`src/rtl/sdac_pkg.sv`:
```
package sdac_pkg;
   typedef enum logic [1:0] {
      UPD_HOLD   = 2'd0,
      UPD_CLEAR  = 2'd1,
      UPD_FRAME  = 2'd2,
      UPD_STROBE = 2'd3
   } upd_src_e;

   function automatic int mid_code(input int w);
      return 1 << (w - 1);
   endfunction
endpackage

```
`src/rtl/sdac_shift_in.sv`:
```
module sdac_shift_in #(
   parameter int WORD_W = 16
) (
   input  logic              clk,
   input  logic              rst_n,
   input  logic              sclk_fall,
   input  logic              sel_low,
   input  logic              sel_rise,
   input  logic              din,
   output logic [WORD_W-1:0] word,
   output logic              frame_ok,
   output logic              chain_bit
);
   localparam int CNT_W = $clog2(WORD_W + 1);
   localparam logic [CNT_W-1:0] FULL = CNT_W'(WORD_W);

   logic [WORD_W-1:0] sh_q;
   logic [CNT_W-1:0]  cnt_q;

   always_ff @(posedge clk or negedge rst_n) begin
      if (!rst_n) begin
         sh_q      <= '0;
         cnt_q     <= '0;
         chain_bit <= 1'b0;
      end else if (sel_low && sclk_fall) begin
         sh_q      <= {sh_q[WORD_W-2:0], din};
         chain_bit <= sh_q[WORD_W-1];
         if (cnt_q != FULL) cnt_q <= cnt_q + 1'b1;
      end else if (!sel_low) begin
         cnt_q <= '0;
      end
   end

   assign word     = sh_q;
   assign frame_ok = sel_rise && (cnt_q == FULL);


   cnt_bound_chk: assert property (@(posedge clk) disable iff (!rst_n)
      cnt_q <= FULL);
endmodule

```
`src/rtl/sdac_code_reg.sv`:
```
module sdac_code_reg
   import sdac_pkg::*;
#(
   parameter int WORD_W = 16,
   parameter int CODE_W = 14
) (
   input  logic              clk,
   input  logic              rst_n,
   input  logic              frame_ok,
   input  logic [WORD_W-1:0] word,
   input  logic              load_n,
   input  logic              load_fall,
   input  logic              clear,
   input  logic              pwr_down,
   output logic [CODE_W-1:0] code,
   output logic              out_on
);
   localparam logic [CODE_W-1:0] MID = CODE_W'(mid_code(CODE_W));

   logic [CODE_W-1:0] held_q;
   upd_src_e          src;

   always_comb begin
      if (clear)                    src = UPD_CLEAR;
      else if (frame_ok && !load_n) src = UPD_FRAME;
      else if (load_fall)           src = UPD_STROBE;
      else                          src = UPD_HOLD;
   end

   always_ff @(posedge clk or negedge rst_n) begin
      if (!rst_n) begin
         code   <= MID;
         held_q <= MID;
         out_on <= 1'b1;
      end else begin
         out_on <= !pwr_down;
         if (frame_ok) held_q <= word[CODE_W-1:0];
         case (src)
            UPD_CLEAR:  code <= MID;
            UPD_FRAME:  code <= word[CODE_W-1:0];
            UPD_STROBE: code <= held_q;
            default:    code <= code;
         endcase
      end
   end


   clear_mid_chk: assert property (@(posedge clk) disable iff (!rst_n)
      clear |=> code == MID);

   auto_update_chk: assert property (@(posedge clk) disable iff (!rst_n)
      (frame_ok && !load_n && !clear) |=> code == $past(word[CODE_W-1:0]));

   pwr_off_chk: assert property (@(posedge clk) disable iff (!rst_n)
      (pwr_down && !clear && !frame_ok && !load_fall) |=> (!out_on && $stable(code)));
endmodule

```
`src/rtl/sdac_readback.sv`:
```
module sdac_readback #(
   parameter int WORD_W = 16,
   parameter int CODE_W = 14
) (
   input  logic              clk,
   input  logic              rst_n,
   input  logic              rb_en,
   input  logic              rb_rise,
   input  logic              sclk_fall,
   input  logic [CODE_W-1:0] code,
   input  logic              chain_bit,
   output logic              sdo
);
   localparam int PAD = WORD_W - CODE_W;

   logic [WORD_W-1:0] img;
   logic [WORD_W-1:0] rb_q;

   generate
      if (PAD > 0) begin : g_pad
         assign img = {{PAD{1'b0}}, code};

         rb_pad_chk: assert property (@(posedge clk) disable iff (!rst_n)
            rb_rise |=> rb_q[WORD_W-1 -: PAD] == '0);
      end else begin : g_nopad
         assign img = code;
      end
   endgenerate

   always_ff @(posedge clk or negedge rst_n) begin
      if (!rst_n)                  rb_q <= '0;
      else if (rb_rise)            rb_q <= img;
      else if (rb_en && sclk_fall) rb_q <= {rb_q[WORD_W-2:0], 1'b0};
   end

   assign sdo = rb_en ? rb_q[WORD_W-1] : chain_bit;
endmodule

```
`src/rtl/sdac_serial_if.sv`:
```
module sdac_serial_if #(
   parameter int WORD_W = 16,
   parameter int CODE_W = 14
) (
   input  logic              clk,
   input  logic              rst_n,
   input  logic              ser_clk,
   input  logic              ser_sel_n,
   input  logic              ser_din,
   input  logic              load_n,
   input  logic              rb_en,
   input  logic              clear,
   input  logic              pwr_down,
   output logic              ser_dout,
   output logic [CODE_W-1:0] dac_code,
   output logic              out_on
);
   generate
      if (CODE_W > WORD_W || CODE_W < 2 || WORD_W < 2) begin : g_bad_cfg
         $error("sdac_serial_if: CODE_W must lie in 2..WORD_W");
      end
   endgenerate

   logic sclk_q, sel_q, load_q, rb_q;
   logic sclk_fall, sel_rise, load_fall, rb_rise;
   logic [WORD_W-1:0] word;
   logic frame_ok, chain_bit;

   always_ff @(posedge clk or negedge rst_n) begin
      if (!rst_n) begin
         sclk_q <= 1'b1;
         sel_q  <= 1'b1;
         load_q <= 1'b1;
         rb_q   <= 1'b0;
      end else begin
         sclk_q <= ser_clk;
         sel_q  <= ser_sel_n;
         load_q <= load_n;
         rb_q   <= rb_en;
      end
   end

   assign sclk_fall = sclk_q & ~ser_clk;
   assign sel_rise  = ~sel_q & ser_sel_n;
   assign load_fall = load_q & ~load_n;
   assign rb_rise   = ~rb_q & rb_en;

   sdac_shift_in #(.WORD_W(WORD_W)) u_shift (
      .clk(clk), .rst_n(rst_n), .sclk_fall(sclk_fall), .sel_low(~ser_sel_n),
      .sel_rise(sel_rise), .din(ser_din), .word(word), .frame_ok(frame_ok),
      .chain_bit(chain_bit));

   sdac_code_reg #(.WORD_W(WORD_W), .CODE_W(CODE_W)) u_code (
      .clk(clk), .rst_n(rst_n), .frame_ok(frame_ok), .word(word),
      .load_n(load_n), .load_fall(load_fall), .clear(clear),
      .pwr_down(pwr_down), .code(dac_code), .out_on(out_on));

   sdac_readback #(.WORD_W(WORD_W), .CODE_W(CODE_W)) u_rb (
      .clk(clk), .rst_n(rst_n), .rb_en(rb_en), .rb_rise(rb_rise),
      .sclk_fall(sclk_fall), .code(dac_code), .chain_bit(chain_bit),
      .sdo(ser_dout));


   short_frame_chk: assert property (@(posedge clk) disable iff (!rst_n)
      (sel_rise && !frame_ok && !clear && !load_fall) |=> $stable(dac_code));
endmodule

```
`config.mk`:
```
export PLATFORM = sky130hd
export DESIGN_NAME = sdac_serial_if
export DESIGN_NICKNAME = d
export VERILOG_FILES = /design/src/rtl/sdac_pkg.sv /design/src/rtl/sdac_shift_in.sv /design/src/rtl/sdac_code_reg.sv /design/src/rtl/sdac_readback.sv /design/src/rtl/sdac_serial_if.sv
export SDC_FILE = /design/constraint.sdc
export NUM_CORES = 1
export LEC_CHECK = 0
export BUFFER_PORTS_ARGS = -buffer_cell sky130_fd_sc_hd__buf_2
export CAP_MARGIN = 20
export CORE_UTILIZATION = 40
export DETAILED_ROUTE_END_ITERATION = 6
export PLACE_DENSITY_LB_ADDON = 0.05
export RECOVER_POWER = 50
export SYNTH_ARGS = -nofsm -noshare
export SYNTH_HDL_FRONTEND = slang
export SYNTH_SLANG_ARGS = --single-unit
```
`constraint.sdc`:
```
create_clock -name clk -period 1.6 [get_ports clk]
set_clock_uncertainty 0.2 [all_clocks]
set_input_delay 0.32 -clock clk [delete_from_list [all_inputs] [get_ports clk]]
set_output_delay 0.32 -clock clk [all_outputs]
set_load 0.005 [all_outputs]
```
==> flow_summary.toml, run 1 <==
[sta]
worst_pin_slew_ns = 0.590
finalHoldViolations = 0
setup_viol = 45
whs_ns = 0.112
setup_slack_ns = -0.133
rsz0062_at_grt = "true"
fin_crit_sh_pct = 108
slew_viol_final = 0
relSlewSlack_pct = 60.7
period_needed_ns = 1.73
max_freq_mhz = 577

[routing]
via_count = 2164
viasPerCell = 5.25
drtIter0Drc = 46
dr.pass1.iters = 4
ant_nets = 0
drc = 0
drt_wl_total_mm = 7.21
wl_per_cell_um = 17.5

[finish]
multiInputGateArea_mm2 = 0.00181
seq_area_mm2 = 0.00179
final_core_util_pct = 54.2
drive_gt1_share_pct = 54.1
nets = 313
mostFrequentLayoutCells = "dfrtp_1, mux2_2, mux2_4, buf_2, buf_4"
area_delta_synth_final_pct = 31.7
final_cells = 412
final_common_cell = "dfrtp_1"
diodes = 0
fillCellCount = 675

[synthesis]
postSynthCellCount = 245
ys_seq_area_share_pct = 53.0
ys_types = 37
ys_warn_count = 0
syn_area_per_cell_um2 = 13.7
synth_area_mm2 = 0.00337
synth_fp_nets = 256
ys_ff_latch = 71

[global_routing]
grt_max_degree = 27
antenna_found_initial = 0
grt_pass1_wl_mm = 11.9
grtUsageTotal_pct = 18.1
globalRouteOverflowTotal = 0
grt_pass1_vias = 2209

[run]
drv_cap = 0

[pwr]
power.internal_mw = 3.05
switching_share_pct = 25.1
pwr-share-clk_pct = 39.2
power.density_mw_per_mm2 = 917
combPwrFrac_pct = 11.1
p_leak_nw = 2.03
peakVddDrop_uv = 536
seq_power_share_pct = 49.7
switching_power_mw = 1.02

[clock_network]
cts_max_level = 3
clock_path_buffers = 2
clock-sinks = 71
root_buffer = "clkbuf_8"
clk_latency_ns = 0.35
numCtsBuffers = 9
tritoncts = "done"
clkTransAtPathRegs_ns = 0.08

[setup_path]
end_kind = "flip-flop"
max_stage_delay_ns = 0.37
critPathSlowestCell = "dfrtp_1"
cp.required_ns = 1.67
start_kind = "flip-flop"
path_max_fanout = 4
cp_cell_sequence = "inv_2, ha_4, and4bb_4, buf_6, or3_4, a21oi_2"
critical_path_class = "reg2reg"
crit_arrival_ns = 1.81

[floorplanning]
start_util_pct = 41.2
std_cell_rows = 33
fp.coreArea_mm2 = 0.00818
io_pins = 25
die_h_um = 93.7
dieArea_mm2 = 0.00879
die_width_um = 93.7

[placement]
io_buffers = 24
dpl.hpwl_mm = 4.67
placedCellCount = 386
gp_congestion = 0.734

[outcome]
violations = "setup timing"
status = "complete, but fails checks"

[worst_hold_path]
hold_path_class = "in2reg"
==> through the flow <==
stage	TNS (ns)	total power, mW	area [um^2]	setup slack [ns]
after floorplan	-3.50	2.29	3530	-0.159
after global placement	-5.15	2.47	3950	-0.194
after detailed placement	-5.45	2.47	3950	-0.204
after CTS	-3.47	4.11	4360	-0.122
after global routing	-5.87	4.27	4430	-0.195
final	-3.65	4.07	4430	-0.133
==> path summary, 6_finish.rpt <==
kind / start / to / slack [ns] / cells past startpoint
max: u_shift.cnt_q[0]$_DFFE_PN0P_ / u_shift.cnt_q[2]$_DFFE_PN0P_ / -0.13 / 6
min: rb_en / rb_q$_DFF_PN0_ / 0.11 / 2
max reg2reg: u_shift.cnt_q[0]$_DFFE_PN0P_ / u_shift.cnt_q[2]$_DFFE_PN0P_ / -0.13 / 6
min reg2reg: u_code.held_q[8]$_DFFE_PN0N_ / u_code.held_q[8]$_DFFE_PN0N_ / 0.31 / 1
max in group asynchronous: rst_n / u_code.held_q[13]$_DFFE_PN1N_ / 0.18 / 3
min in group asynchronous: rst_n / u_rb.rb_q[12]$_DFFE_PN0P_ / 0.31 / 2
==> power groups by stage <==
stage | clock, mW | combinational [mW] | sequential, mW
after floorplan | 0 | 0.275 | 2.01
after global placement | 0 | 0.415 | 2.06
after CTS | 1.64 | 0.449 | 2.02
after global routing | 1.73 | 0.493 | 2.05
final | 1.60 | 0.452 | 2.02
after detailed placement | 0 | 0.417 | 2.06
==> critical path: cells and delay by family, from the launching register on <==
kind	cells	cell delay [ns]
buffers and inverters	2	0.21
adder cells (fa/ha/maj)	1	0.18
flip-flops	1	0.37
AND/OR/NAND/NOR	2	0.58
AO/OA/AOI/OAI	1	0.13
==> layer usage <==
| metal | GRT usage (%) | vias up | part of all wire (%) |
|---|---|---|---|
| met5 | 0 | - | 0 |
| met4 | 5.13 | 0 | 0.86 |
| met3 | 4.77 | 5 | 3.1 |
| met2 | 26.6 | 32 | 46 |
| met1 | 26.0 | 1098 | 50 |
| li1 | - | 1029 | - |
==> flip-flops by register name (all words and copies together), names as in the netlist, 5 cells and up <==
name and count:
u_code.held_q 14, u_shift.word 16, u_rb.rb_q 16, u_shift.cnt_q 5, u_code.code 14
==> cell usage after synthesis <==
cell / number / area share [%]
o21bai_1: 1 / 0.22
buf_12: 1 / 0.59
mux2i_1: 14 / 4.2
inv_1: 6 / 0.67
mux2_4: 11 / 4.9
o31ai_1: 2 / 0.45
mux2_2: 44 / 15
a21boi_2: 1 / 0.33
nand4bb_4: 1 / 0.82
buf_6: 4 / 1.3
a21oi_1: 4 / 0.59
nand4_1: 1 / 0.19
nor2_2: 1 / 0.19
nor2b_1: 16 / 3.0
mux2_1: 3 / 1.0
o2bb2ai_1: 1 / 0.26
dfrtp_1: 65 / 48
and3b_1: 1 / 0.26
or4_1: 1 / 0.22
ha_1: 2 / 0.74
nand4bb_1: 1 / 0.33
nand2_4: 1 / 0.33
nand2_1: 4 / 0.45
nand2b_1: 3 / 0.56
and2b_1: 1 / 0.22
and4bb_4: 1 / 0.48
a221oi_1: 1 / 0.26
buf_2: 4 / 0.59
nor2b_4: 1 / 0.41
o21ai_0: 5 / 0.74
a2111oi_0: 14 / 3.6
buf_4: 1 / 0.22
or3_1: 1 / 0.19
dfstp_2: 6 / 4.7
nand3_1: 3 / 0.45
clkbuf_1: 5 / 0.56
a211oi_1: 13 / 2.9
==> cell type report <==
class,instances,area share [%]
clock buffer,10,2.88
clock inverter,6,2.12
inverter,6,0.508
multi-input combinational,156,40.8
sequential,71,40.3
tap,105,2.96
timing repair buffer,58,10.5
==> logic make-up (layout without fill, tap and decap cells) <==
| logic type | Yosys count | count (layout) | synth area share [%] |
|---|---|---|---|
| mux | 72 | 72 | 24.8 |
| compound gates | 42 | 42 | 9.41 |
| flops | 71 | 71 | 53.0 |
| simple gates | 37 | 40 | 8.07 |
| buf+inv | 21 | 80 | 3.98 |
| fa+ha+maj | 2 | 2 | 0.743 |
==> repair_timing <==
item	CTS	global route
gates cloned	3	0
endpoints found under the hold margin	46	0
resized for setup	28	20
pin swaps	2	5
buffers inserted	0	3
hold buffers	4	0
endpoints found under the setup margin	60	64
Power figures use the tool's default switching activity.
==> inputs of run 2 (changes only) <==
--- a/config.mk
+++ b/config.mk
@@ -7,6 +7,7 @@
 export LEC_CHECK = 0
 export BUFFER_PORTS_ARGS = -buffer_cell sky130_fd_sc_hd__buf_2
 export CAP_MARGIN = 20
+export CORE_ASPECT_RATIO = 1.1
 export CORE_UTILIZATION = 40
 export DETAILED_ROUTE_END_ITERATION = 6
 export PLACE_DENSITY_LB_ADDON = 0.05
==> run 2 against run 1 <==
The run still ends with setup timing left. Register-to-register slack lost 0.03 ns. Hold slack better by 0.017 ns. Clock power is 13% lower. Flip-flop and latch count unchanged. Non-clock buffer count up 12. Sequential share of layout area down 1.9 points. Maximum frequency down 1.8%. Setup slack worse by 0.031 ns. Routed wire length rose by 2.6%. Core utilization is 3.7 points higher. Critical path type unchanged. Largest power group unchanged.
==> flow_summary.toml, run 2 (synthesis gave the netlist of run 1 again) <==
[setup_path]
cp_cell_sequence = "inv_2, ha_4, and4bb_4, nand2_8, mux2_4"
end_kind = "flip-flop"
cp.required_ns = 1.62
path_max_fanout = 7
crit_arrival_ns = 1.78
critical_path_class = "reg2reg"
max_stage_delay_ns = 0.40
start_kind = "flip-flop"
critPathSlowestCell = "dfrtp_1"
r2r-start = "u_shift.cnt_q[0]$_DFFE_PN0P_"
reg2reg_setup_slack_ns = -0.16
crit_family = "simple AND/OR/NAND/NOR gates"
startpoint = "u_shift.cnt_q[0]$_DFFE_PN0P_"
reg2reg_depth = 5
r2r_end = "u_code.held_q[12]$_DFFE_PN0N_"
critPathBufInv = 1

[global_routing]
globalRouteOverflowTotal = 0
grtUsageTotal_pct = 18.7
grt_pass1_wl_mm = 12.2
grt_max_degree = 72
antenna_found_initial = 0
grt_pass1_vias = 2350

[clock_network]
clk_latency_ns = 0.34
clock-sinks = 71
cts_max_level = 3
clkTransAtPathRegs_ns = 0.08
root_buffer = "clkbuf_8"
tritoncts = "done"
clock_path_buffers = 2
numCtsBuffers = 9

[sta]
max_freq_mhz = 567
fin_crit_sh_pct = 110
slew_viol_final = 0
setup_viol = 41
whs_ns = 0.129
period_needed_ns = 1.76
relSlewSlack_pct = 55.4
setup_slack_ns = -0.165
finalHoldViolations = 0
worst_pin_slew_ns = 0.669
rsz0062_at_grt = "true"
fin_setup_tns_ns = -4.13

[worst_hold_path]
worstHoldPathCells = 2
min_from = "rb_en"
min_to = "rb_q$_DFF_PN0_"
hold_path_class = "in2reg"

[routing]
via_count = 2241
drc = 0
viasPerCell = 5.25
dr.pass1.iters = 4
drtIter0Drc = 78
drt_wl_total_mm = 7.39
ant_nets = 0
wl_per_cell_um = 17.3

[outcome]
violations = "setup timing"
status = "complete, but fails checks"

[pwr]
switching_power_mw = 1.02
switching_share_pct = 26.1
p_leak_nw = 2.09
pwr-share-clk_pct = 35.5
power.internal_mw = 2.89
combPwrFrac_pct = 12.8
power.density_mw_per_mm2 = 841
seq_power_share_pct = 51.8
peakVddDrop_uv = 570

[floorplanning]
dieArea_mm2 = 0.00879
fp.coreArea_mm2 = 0.00804
std_cell_rows = 34
start_util_pct = 41.9
io_pins = 25
die_width_um = 89.5
die_h_um = 98.2

[finish]
final_common_cell = "dfrtp_1"
drive_gt1_share_pct = 57.4
area_delta_synth_final_pct = 38.3
diodes = 0
nets = 325
mostFrequentLayoutCells = "dfrtp_1, mux2_2, mux2_4, buf_4, buf_2"
postLayoutCellArea_mm2 = 0.00465

[placement]
io_buffers = 24
place_ws_ns = -0.222
gp_congestion = 0.670
placed_area_mm2 = 0.00397
dpl.hpwl_mm = 4.40

[run]
drv_cap = 0
[run 2: cell count changes in the layout (fill, tap and decap cells not counted), moves of 2 or more]
| cell | previous run | this run |
|---|---|---|
| mux2_4 | 29 | 26 |
| buf_4 | 18 | 23 |
| inv_6 | 2 | 0 |
| clkinv_2 | 0 | 3 |
| a2111oi_2 | 6 | 0 |
| mux2_2 | 29 | 32 |
| a2111oi_1 | 2 | 0 |
| buf_6 | 4 | 9 |
| a2111oi_4 | 6 | 14 |
[run 2: how the worst max path moves through the flow]
stage / end / slack (ns) / cells after the start
after detailed placement: u_code.code[1]$_DFFE_PN0P_ / -0.22 / 5
after floorplan: u_code.held_q[12]$_DFFE_PN0N_ / -0.16 / 6
after global placement: u_code.code[1]$_DFFE_PN0P_ / -0.22 / 5
after CTS: u_code.held_q[12]$_DFFE_PN0N_ / -0.15 / 5
after global routing: u_code.code[4]$_DFFE_PN0P_ / -0.22 / 5
final: u_code.held_q[12]$_DFFE_PN0N_ / -0.16 / 5
[run 2: final cells by class]
type                            count  area, um^2
Sequential cell                    71        1790
Clock inverter                      6        61.3
Timing Repair Buffer               70         603
Tap cell                          108         135
Multi-Input combinational cell    156        1920
Inverter                            6        22.5
Clock buffer                       10         128
Fill cell                         673        3390
[run 2: power groups by stage]
| stage | Clock [mW] | Combinational (mW) | Sequential, mW |
|---|---|---|---|
| 2_1_floorplan | 0 | 0.275 | 2.01 |
| 3_3_place_gp | 0 | 0.418 | 2.06 |
| 3_5_place_dp | 0 | 0.421 | 2.06 |
| 4_1_cts | 1.45 | 0.490 | 2.03 |
| 5_1_grt | 1.52 | 0.542 | 2.05 |
| 6_report | 1.39 | 0.499 | 2.03 |
[run 2: layer usage]
metal | share of wire, % | track usage (%) | wire, um | vias up
li1 | - | - | - | 1056
met1 | 48 | 26.7 | 3570 | 1149
met2 | 49 | 28.4 | 3600 | 30
met3 | 1.9 | 2.96 | 138 | 6
met4 | 1.1 | 6.96 | 82 | 0
met5 | 0 | 0 | 0 | -
[run 2: worst reg2reg max path, cell delays in order (launching register included)]
cell and delay (ns):
dfrtp_1 0.40, inv_2 0.09, ha_4 0.17, and4bb_4 0.36
nand2_8 0.12, mux2_4 0.31
[run 2: repair_timing]
action                     4_1_cts  5_1_grt
cloned                           4        0
setup buffers                    5        6
pin swaps                        4        8
hold endpoints to repair        69        0
resized for setup               40       28
hold buffers                     5        0
setup endpoints to repair       62       65
[run 2: per-stage QoR]
stage          power [mW]  util [%]  std cells
3_5_place_dp         2.48      49.4        392
2_1_floorplan        2.29         -        245
6_report             3.92      57.9        427
4_1_cts              3.97      55.6        422
3_3_place_gp         2.48      49.4        392
5_1_grt              4.12      57.9        427
